File: src/rtl/clkwd_pkg.sv
package clkwd_pkg;

  localparam int REG_ADDR_W = 2;
  localparam int REG_DATA_W = 8;

  typedef enum logic [REG_ADDR_W-1:0] {
    ADDR_CTRL = 2'd0,
    ADDR_TMO  = 2'd1,
    ADDR_STAT = 2'd2,
    ADDR_FREQ = 2'd3
  } reg_addr_e;

  // control word, bit 0 is the enable
  typedef struct packed {
    logic rst_on_chg;   // bit 3
    logic rst_on_exp;   // bit 2
    logic long_unit;    // bit 1
    logic wd_on;        // bit 0
  } ctrl_t;

  localparam int CTRL_W = $bits(ctrl_t);

endpackage

File: src/rtl/clkwd_regs.sv
module clkwd_regs
  import clkwd_pkg::*;
#(
  parameter int TMO_W  = 5,
  parameter int FREQ_W = 5
) (
  input  logic                  clk,
  input  logic                  rst,
  input  logic                  we_i,
  input  logic [REG_ADDR_W-1:0] addr_i,
  input  logic [REG_DATA_W-1:0] wdata_i,
  input  logic                  expire_i,
  input  logic [FREQ_W-1:0]     freq_i,
  output ctrl_t                 ctrl_o,
  output logic [TMO_W-1:0]      tmo_o,
  output logic                  locked_o,
  output logic                  stop_o,
  output logic [REG_DATA_W-1:0] rdata_o
);

  logic ctrl_wr, stat_wr, tmo_wr;
  logic expired_q;

  assign ctrl_wr = we_i && (addr_i == ADDR_CTRL);
  assign tmo_wr  = we_i && (addr_i == ADDR_TMO);
  assign stat_wr = we_i && (addr_i == ADDR_STAT);
  assign stop_o  = ctrl_wr && !wdata_i[0];

  wire unused_wdata = ^wdata_i[REG_DATA_W-1:CTRL_W];

  always_ff @(posedge clk) begin
    if (rst) begin
      ctrl_o <= '0;
      tmo_o  <= '0;
    end else begin
      if (ctrl_wr) ctrl_o <= ctrl_t'(wdata_i[CTRL_W-1:0]);
      if (tmo_wr)  tmo_o  <= wdata_i[TMO_W-1:0];
    end
  end

  // sticky flag: setting beats a clearing write
  always_ff @(posedge clk) begin
    if (rst)                        expired_q <= 1'b0;
    else if (expire_i)              expired_q <= 1'b1;
    else if (stat_wr && wdata_i[0]) expired_q <= 1'b0;
  end

  always_ff @(posedge clk) begin
    if (rst)           locked_o <= 1'b0;
    else if (expire_i) locked_o <= 1'b1;
    else if (stop_o)   locked_o <= 1'b0;
  end

  always_ff @(posedge clk) begin
    if (rst) begin
      rdata_o <= '0;
    end else begin
      unique case (reg_addr_e'(addr_i))
        ADDR_CTRL: rdata_o <= REG_DATA_W'(ctrl_o);
        ADDR_TMO:  rdata_o <= REG_DATA_W'(tmo_o);
        ADDR_STAT: rdata_o <= REG_DATA_W'({locked_o, expired_q});
        ADDR_FREQ: rdata_o <= REG_DATA_W'(freq_i);
        default:   rdata_o <= '0;
      endcase
    end
  end

  AST_EXPIRY_SETS_FLAG: assert property (@(posedge clk) disable iff (rst)
    expire_i |=> expired_q);
  AST_W0_KEEPS_FLAG: assert property (@(posedge clk) disable iff (rst)
    (expired_q && stat_wr && !wdata_i[0]) |=> expired_q);
  AST_LOCK_ON_EXPIRY: assert property (@(posedge clk) disable iff (rst)
    expire_i |=> locked_o);

endmodule

File: src/rtl/clkwd_timer.sv
module clkwd_timer #(
  parameter int TMO_W          = 5,
  parameter int SHORT_UNIT_CYC = 30_000_000,
  parameter int LONG_UNIT_CYC  = 500_000_000
) (
  input  logic             clk,
  input  logic             rst,
  input  logic             start_i,
  input  logic             stop_i,
  input  logic             long_i,
  input  logic [TMO_W-1:0] tmo_i,
  output logic             expire_o
);

  localparam int MAX_UNIT = (LONG_UNIT_CYC > SHORT_UNIT_CYC) ? LONG_UNIT_CYC : SHORT_UNIT_CYC;
  localparam int PRE_W    = (MAX_UNIT > 1) ? $clog2(MAX_UNIT) : 1;
  localparam logic [PRE_W-1:0] SHORT_RELOAD = PRE_W'(SHORT_UNIT_CYC - 1);
  localparam logic [PRE_W-1:0] LONG_RELOAD  = PRE_W'(LONG_UNIT_CYC - 1);

  logic [PRE_W-1:0] pre_q;
  logic [TMO_W-1:0] units_q;
  logic             run_q, long_q, at_end;

  assign at_end   = run_q && (pre_q == '0) && (units_q == '0);
  assign expire_o = at_end && !stop_i;

  always_ff @(posedge clk) begin
    if (rst) begin
      run_q   <= 1'b0;
      long_q  <= 1'b0;
      pre_q   <= '0;
      units_q <= '0;
    end else if (stop_i || at_end) begin
      run_q <= 1'b0;
    end else if (start_i) begin
      run_q   <= 1'b1;
      long_q  <= long_i;
      units_q <= tmo_i;
      pre_q   <= long_i ? LONG_RELOAD : SHORT_RELOAD;
    end else if (run_q) begin
      if (pre_q == '0) begin
        units_q <= units_q - 1'b1;
        pre_q   <= long_q ? LONG_RELOAD : SHORT_RELOAD;
      end else begin
        pre_q <= pre_q - 1'b1;
      end
    end
  end

  AST_NO_SELF_START: assert property (@(posedge clk) disable iff (rst)
    (!run_q && !start_i) |=> !run_q);
  AST_STOP_IDLES: assert property (@(posedge clk) disable iff (rst)
    stop_i |=> (!run_q && !expire_o));

endmodule

File: src/rtl/clkwd_pulse.sv
module clkwd_pulse #(
  parameter int PULSE_CYC = 16
) (
  input  logic clk,
  input  logic rst,
  input  logic trig_a_i,
  input  logic trig_b_i,
  output logic pulse_o
);

  logic trig;
  assign trig = trig_a_i || trig_b_i;

  generate
    if (PULSE_CYC <= 1) begin : g_single
      always_ff @(posedge clk) begin
        if (rst) pulse_o <= 1'b0;
        else     pulse_o <= trig;
      end
    end else begin : g_count
      localparam int CNT_W = $clog2(PULSE_CYC);
      logic [CNT_W-1:0] cnt_q;
      always_ff @(posedge clk) begin
        if (rst) begin
          pulse_o <= 1'b0;
          cnt_q   <= '0;
        end else if (trig) begin
          pulse_o <= 1'b1;
          cnt_q   <= CNT_W'(PULSE_CYC - 1);
        end else if (pulse_o) begin
          if (cnt_q == '0) pulse_o <= 1'b0;
          else             cnt_q   <= cnt_q - 1'b1;
        end
      end
    end
  endgenerate

  AST_TRIGGER_PULSES: assert property (@(posedge clk) disable iff (rst)
    trig |=> pulse_o);

endmodule

File: src/rtl/clkgen_watchdog.sv
module clkgen_watchdog
  import clkwd_pkg::*;
#(
  parameter int              FREQ_W         = 5,
  parameter int              TMO_W          = 5,
  parameter int              SHORT_UNIT_CYC = 30_000_000,
  parameter int              LONG_UNIT_CYC  = 500_000_000,
  parameter int              RST_CYC        = 16,
  parameter logic [FREQ_W-1:0] SAFE_FREQ    = 5'd2
) (
  input  logic                  clk,
  input  logic                  rst,
  input  logic                  reg_we,
  input  logic [REG_ADDR_W-1:0] reg_addr,
  input  logic [REG_DATA_W-1:0] reg_wdata,
  output logic [REG_DATA_W-1:0] reg_rdata,
  input  logic                  chg_valid,
  input  logic [FREQ_W-1:0]     chg_code,
  output logic [FREQ_W-1:0]     freq_sel,
  output logic                  sys_rst_pulse
);

  ctrl_t             ctrl;
  logic [TMO_W-1:0]  tmo;
  logic              locked, expire, stop, accept;
  logic [FREQ_W-1:0] safe_q;

  assign accept = chg_valid && !locked;

  clkwd_regs #(.TMO_W(TMO_W), .FREQ_W(FREQ_W)) u_regs (
    .clk(clk), .rst(rst), .we_i(reg_we), .addr_i(reg_addr), .wdata_i(reg_wdata),
    .expire_i(expire), .freq_i(freq_sel), .ctrl_o(ctrl), .tmo_o(tmo),
    .locked_o(locked), .stop_o(stop), .rdata_o(reg_rdata)
  );

  clkwd_timer #(
    .TMO_W(TMO_W), .SHORT_UNIT_CYC(SHORT_UNIT_CYC), .LONG_UNIT_CYC(LONG_UNIT_CYC)
  ) u_timer (
    .clk(clk), .rst(rst), .start_i(accept && ctrl.wd_on), .stop_i(stop),
    .long_i(ctrl.long_unit), .tmo_i(tmo), .expire_o(expire)
  );

  clkwd_pulse #(.PULSE_CYC(RST_CYC)) u_pulse (
    .clk(clk), .rst(rst),
    .trig_a_i(expire && ctrl.rst_on_exp),
    .trig_b_i(accept && ctrl.rst_on_chg),
    .pulse_o(sys_rst_pulse)
  );

  // safe code captured at power-up and never rewritten
  always_ff @(posedge clk) begin
    if (rst) safe_q <= SAFE_FREQ;
  end

  always_ff @(posedge clk) begin
    if (rst)         freq_sel <= SAFE_FREQ;
    else if (expire) freq_sel <= safe_q;
    else if (accept) freq_sel <= chg_code;
  end

  AST_SAFE_ON_EXPIRY: assert property (@(posedge clk) disable iff (rst)
    expire |=> (freq_sel == SAFE_FREQ));
  AST_LOCKED_FREQ_STABLE: assert property (@(posedge clk) disable iff (rst)
    (locked && !stop) |=> $stable(freq_sel));

endmodule

File: config.mk
export PLATFORM = sky130hd
export DESIGN_NAME = clkgen_watchdog
export DESIGN_NICKNAME = d
export VERILOG_FILES = /design/src/rtl/clkwd_pkg.sv /design/src/rtl/clkwd_regs.sv /design/src/rtl/clkwd_timer.sv /design/src/rtl/clkwd_pulse.sv /design/src/rtl/clkgen_watchdog.sv
export SDC_FILE = /design/constraint.sdc
export NUM_CORES = 1
export LEC_CHECK = 0
export BUFFER_PORTS_ARGS = -buffer_cell sky130_fd_sc_hd__buf_2
export CORE_MARGIN = 1
export CORE_UTILIZATION = 30
export CTS_CLUSTER_DIAMETER = 50
export CTS_CLUSTER_SIZE = 20
export DETAILED_ROUTE_END_ITERATION = 7
export GPL_ROUTABILITY_DRIVEN = 0
export MAX_ROUTING_LAYER = met4
export PLACE_DENSITY = 0.46
export SLEW_MARGIN = 25
export SYNTH_ARGS = -nofsm -noshare
export SYNTH_HDL_FRONTEND = slang
export SYNTH_SLANG_ARGS = --single-unit
File: constraint.sdc
create_clock -name clk -period 5.6 [get_ports clk]
set_clock_uncertainty 0.05 [all_clocks]
set_input_delay 0.56 -clock clk [delete_from_list [all_inputs] [get_ports clk]]
set_output_delay 0.56 -clock clk [all_outputs]
set_load 0.05 [all_outputs]
Word-level counts from Yosys, hierarchy flattened
Cells that the tools add are included.
W data, S select, Z words.

word-level totals
  logic and storage cells = 76
  input port bits = 19
  output and inout bits = 14
  flip-flop bits (word level) = 65

cells by class
  bitwise operators = 1
  add/subtract/negate cells = 3
  reduce and logical (&&, ||, !) cells = 32
  equal/unequal tests = 4
  multiplexer cells = 21

operators by type and width
  operator                 number
  $mux W29                 5
  $pmux W8 S4              1
  $logic_not A29 Y1        1
  $sub A29 B1 Y29 const B  1
  $mux W5                  5
  $logic_and A1 B1 Y1      12
  $mux W4                  3
  $reduce_bool A2 Y1       6
  $mux W1                  7
  $reduce_and A2 Y1        3
  $logic_not A5 Y1         1
  $sub A5 B1 Y5 const B    1
  $eq A2 B2 Y1 const B     2
  $logic_not A4 Y1         1
  $sub A4 B1 Y4 const B    1
  $logic_not A1 Y1         3
  $reduce_and A3 Y1        1
  $eq A2 B1 Y1 const B     1
  $logic_not A2 Y1         1
  $logic_or A1 B1 Y1       2
  $ne A2 B1 Y1 const B     1
  $reduce_or A2 Y1         1
  $not A1 Y1               1

Logic depth before layout (Yosys ltp)
  word-level depth = 9
  gate-level depth with buffers = 10
  gate-level depth less buffers = 8

Modules after synthesis
A second synthesis with hierarchy kept.

second synthesis, totals
  cells, all modules = 391
  area total of the unflattened synthesis = 3,682.3 um2

by module, submodules not included
  module           seq. area each (um2)  area each (um2)  instances  cells each
  clkwd_timer      720.7                 2,467.4          1          272
  clkwd_regs       320.3                 760.7            1          73
  clkwd_pulse      100.1                 230.2            1          25
  clkgen_watchdog  100.1                 224.0            1          21

Least setup slack after synthesis
Ideal clock, no wire load.

  kind = input to register
  start point = input port reg_addr[0]
  end point = register u_pulse.pulse_o
  path buffers = 1
  stages on the path = 5
  path slack = 3.215 ns
  arrival time = 2.201 ns
  setup time = 0.134 ns
  required time = 5.416 ns
  path through = clkbuf_1 > nor4b_1 > nor3_1 > a22oi_1 > a21oi_1

on the way
  cells in the longest elaborated chain, start to end = 8

ends and longest elaborated chain
  element                 line                   source
  start: declaration      clkgen_watchdog.sv:14  input logic [REG_ADDR_W-1:0] reg_addr,
  $logic_not A2 Y1        clkwd_regs.sv:24       assign ctrl_wr = we_i && (addr_i == ADDR_CTRL);
  $logic_and A1 B1 Y1     clkwd_regs.sv:24
  $logic_and A1 B1 Y1     clkwd_regs.sv:27       assign stop_o = ctrl_wr && !wdata_i[0];
  $logic_not A1 Y1        clkwd_timer.sv:25      assign expire_o = at_end && !stop_i;
  $logic_and A1 B1 Y1     clkwd_timer.sv:25
  $logic_and A1 B1 Y1     clkgen_watchdog.sv:45  .trig_a_i(expire && ctrl.rst_on_exp),
  $logic_or A1 B1 Y1      clkwd_pulse.sv:12      assign trig = trig_a_i || trig_b_i;
  $mux W1                 clkwd_pulse.sv:27      end else if (trig) begin
  end signal: assignment  clkwd_pulse.sv:25      pulse_o <= 1'b0;
  end signal: assignment  clkwd_pulse.sv:28      pulse_o <= 1'b1;
  end signal: assignment  clkwd_pulse.sv:31      if (cnt_q == '0) pulse_o <= 1'b0;
  end: declaration        clkwd_pulse.sv:8       output logic pulse_o

Every way passes these cells.
A chain may end at the register's enable or synchronous reset.

Worst setup path after layout
  start point = register u_regs.locked_o
  end point = register u_timer.pre_q[14]

on the way
  cells in the longest elaborated chain, start to end = 5
  elaborated cells between the ends (all ways) = 6
  those cells by class = mux (1); reduce/logical (5)

ends and longest elaborated chain
  element                       line                   source
  start: declaration            clkwd_regs.sv:16       output logic locked_o,
  start signal: assignment      clkwd_regs.sv:49       if (rst) locked_o <= 1'b0;
  start signal: assignment      clkwd_regs.sv:50       else if (expire_i) locked_o <= 1'b1;
  start signal: assignment      clkwd_regs.sv:51       else if (stop_o) locked_o <= 1'b0;
  $logic_not A1 Y1 *            clkgen_watchdog.sv:28  assign accept = chg_valid && !locked;
  $logic_and A1 B1 Y1 *         clkgen_watchdog.sv:28
  $logic_and A1 B1 Y1 *         clkgen_watchdog.sv:39  .clk(clk), .rst(rst), .start_i(accept && ctrl.wd_on), .stop_i(stop),
  $reduce_bool A2 Y1 (no line)  n/a
  $reduce_and A2 Y1 (no line)   n/a
  end signal: assignment        clkwd_timer.sv:39      pre_q <= long_i ? LONG_RELOAD : SHORT_RELOAD;
  end signal: assignment        clkwd_timer.sv:43      pre_q <= long_q ? LONG_RELOAD : SHORT_RELOAD;
  end signal: assignment        clkwd_timer.sv:45      pre_q <= pre_q - 1'b1;
  end: declaration              clkwd_timer.sv:20      logic [PRE_W-1:0] pre_q;

Every way passes the cells marked *; elsewhere a longest branch is shown, timed or not.

==> flow_summary.json <==
{
  "antenna_found_initial": 0,
  "ys_seq_area_frac": 0.375,
  "cts-resized-gates": 0,
  "dieArea_sq_mm": 0.0115,
  "multiInputGateArea_sq_mm": 0.00194,
  "num_vias": 2948,
  "ant_nets": 0,
  "clkTransAtPathRegs_ns": 0.08,
  "fp.coreArea_sq_mm": 0.0105,
  "fillers": 1106,
  "path_delay_family": "simple AND/OR/NAND/NOR gates",
  "wl_um": 8790,
  "final_util": 0.353,
  "synth_cell_types": 64,
  "cts_sinks": 62,
  "port_buffers": 26,
  "drt-initial-drc-count": 216,
  "tightest_slew_ns": 1.06,
  "relSlewSlack": 0.290,
  "cts.hold.buffers_added": 0,
  "final_hold_viol_count": 0,
  "drt_pass1_iterations": 4,
  "initial_core_util": 0.315,
  "rows": 37,
  "wl_met2_um": 3820,
  "cpPeakStageDelay_ns": 0.83,
  "ys_warn_count": 0,
  "worstSetupPathType": "flip-flop to flip-flop",
  "crit_fanout": 21,
  "io_pins": 33,
  "crit_required_ns": 5.79,
  "start_kind": "flip-flop",
  "syn_inst": 389,
  "first_global_vias": 2718,
  "p_per_area_mw_per_mm2": 321,
  "cts_max_level": 3,
  "avgSynthCellArea_sq_um": 8.51,
  "grt_usage": 0.166,
  "top_layer": "met4",
  "insertion_delay_ns": 0.35,
  "fmax_mhz": 339,
  "synth_area_leaders": "dfxtp_1, nor2_1, mux2i_1",
  "diodes": 0,
  "grt_pass1_wl_um": 14200,
  "cts_tree": "yes",
  "crit_slowest_cell": "nor2_2",
  "fp.dieH_um": 107,
  "yosysTopAreaCell": "dfxtp_1",
  "wl_met3_um": 361,
  "rsz0062_at_grt": "no",
  "tns_ns": 0,
  "wl_met1_um": 4370,
  "wl_per_cell_um": 15.9,
  "end_kind": "flip-flop",
  "grt_max_degree": 54,
  "cp_data_arrival_time_ns": 3.14,
  "async_flop_share": 0,
  "setup_viol": 0,
  "layout.nets": 434,
  "path_buf_inv": 0,
  "final-seq-area_sq_mm": 0.00124,
  "hp-class": "input port to flip-flop",
  "worstPathCellList": "and3b_1 > o21ai_0 > nor2_2 > nand3_1 > a32o_1",
  "p_leak_nw": 1.41,
  "max-vdd-ir-drop_mv": 0.101,
  "cts.path.max_buffers": 2,
  "finalCritPeriodShare": 0.527,
  "drcViolationCount": 0,
  "maxCapViolations": 0,
  "drive_gt1_frac": 0.173,
  "synth_seq_cells": 62,
  "hpwl_um": 6050,
  "die_w_um": 107,
  "root_buffer": "clkbuf_8",
  "grt_overflow": 0,
  "post_cts.repair.setup_buffers": 0,
  "drv_slew": 0,
  "synth-edff-count": 0,
  "synthesis.area_sq_mm": 0.00331,
  "vias_per_cell": 5.35,
  "yosys.area.top_type_share": 0.375,
  "period_needed_ns": 2.95,
  "cts_buffers": 9,
  "status": "complete, no violations",
  "area_growth_syn_to_layout_pct": 11.9,
  "ys.flop_type": "dfxtp_1"
}
[worst register-to-register path: stages, from the launching register on]
cell     delay [ns]
dfxtp_1        0.33
and3b_1        0.75
o21ai_0        0.43
nor2_2         0.83
nand3_1        0.16
a32o_1         0.31
[metal layers]
metal	vias up	GRT usage
met3	15	0.0243
met2	65	0.241
met4	0	0.0822
met5	-	-
li1	1463	-
met1	1405	0.225
[flip-flops by register name, indices dropped and copies added, names as in the netlist]
signal / cells
u_timer.pre_q: 29
freq_sel: 5
u_regs.rdata_o: 5
u_regs.tmo_o: 5
u_timer.units_q: 5
u_pulse.g_count.cnt_q: 4
u_regs.ctrl_o: 4
u_pulse.pulse_o: 1
u_regs.expired_q: 1
u_regs.locked_o: 1
u_timer.long_q: 1
u_timer.run_q: 1
[Yosys cell counts (all sizes together), types with 2 or more instances]
cell     n
o211ai   2
nor2    49
or2      2
dfxtp   62
nand2   27
nor3    24
or4      3
mux4     2
nor4b    3
nand2b   4
a311oi   2
and2     4
a31oi    5
o21ai   20
xor2     4
xnor2    7
and4b    2
nand4    6
nor4    11
nand3   10
nand4b   2
nand3b   3
mux2     3
buf      8
inv      8
a22oi    4
clkbuf  14
or3      9
mux2i   16
ha       5
a211oi  18
a32o     2
a21oi   31
[power by group]
part / internal [mW] / total [mW] / switching (mW)
clock network: 0.159 / 0.346 / 0.188
registers: 0.460 / 0.480 / 0.0201
logic: 0.130 / 0.363 / 0.233
[placed cells by master (no fill, tap or decap), types with 4 or more instances in the layout]
cell	count
dfxtp_1	62
nor2_1	48
a21oi_1	31
nand2_1	27
buf_2	26
o21ai_0	20
nor3_1	20
mux2i_1	16
a211oi_1	15
nand3_1	10
nor4_1	9
clkbuf_8	9
inv_1	8
xnor2_1	7
a31oi_1	5
or3_1	5
ha_1	5
nand2b_1	4
and2_1	4
nand4_1	4
xor2_1	4
a22oi_1	4
buf_4	4
[cell families after synthesis]
| family | share of synthesized area |
|---|---|
| simple gates | 0.280 |
| flops | 0.375 |
| compound gates | 0.181 |
| buf+inv | 0.0431 |
| xor+xnor | 0.0291 |
| other cells | 0.00113 |
| mux | 0.0722 |
| fa+ha+maj | 0.0189 |
[layout make-up]
class	count	share of cell area
flip-flops and latches	62	0.335
well taps	136	0.0459
multi-input cells	298	0.522
repair buffers	30	0.0432
inverters	9	0.00911
clock inverters	6	0.0105
clock buffers	10	0.0344
[worst paths after layout]
| kind | end | depth (start not counted) | slack, ns | start |
|---|---|---|---|---|
| setup / recovery | u_timer.pre_q[14]$_SDFFE_PP0P_ | 5 | 2.65 | u_regs.locked_o$_SDFFE_PP0P_ |
| hold / removal | u_regs.tmo_o[4]$_SDFFE_PP0P_ | 3 | 0.38 | reg_wdata[4] |
| setup reg to reg | u_timer.pre_q[14]$_SDFFE_PP0P_ | 5 | 2.65 | u_regs.locked_o$_SDFFE_PP0P_ |
| hold reg to reg | u_regs.expired_q$_SDFFE_PP0P_ | 2 | 0.43 | u_regs.expired_q$_SDFFE_PP0P_ |
[stage by stage]
step / setup slack (ns) / power [mW] / cell area [sq um] / cells / hold WS (ns)
floorplan: 3.21 / 0.761 / 3320 / 391 / 0.389
global placement: 2.40 / 0.849 / 3540 / 535 / 0.411
detailed placement: 2.41 / 0.848 / 3540 / 535 / 0.429
CTS: 2.67 / 1.19 / 3710 / 551 / 0.374
global route: 2.40 / 1.26 / 3710 / 551 / 0.380
finish: 2.65 / 1.19 / 3710 / 551 / 0.381
(Power assumes the default switching activity.)
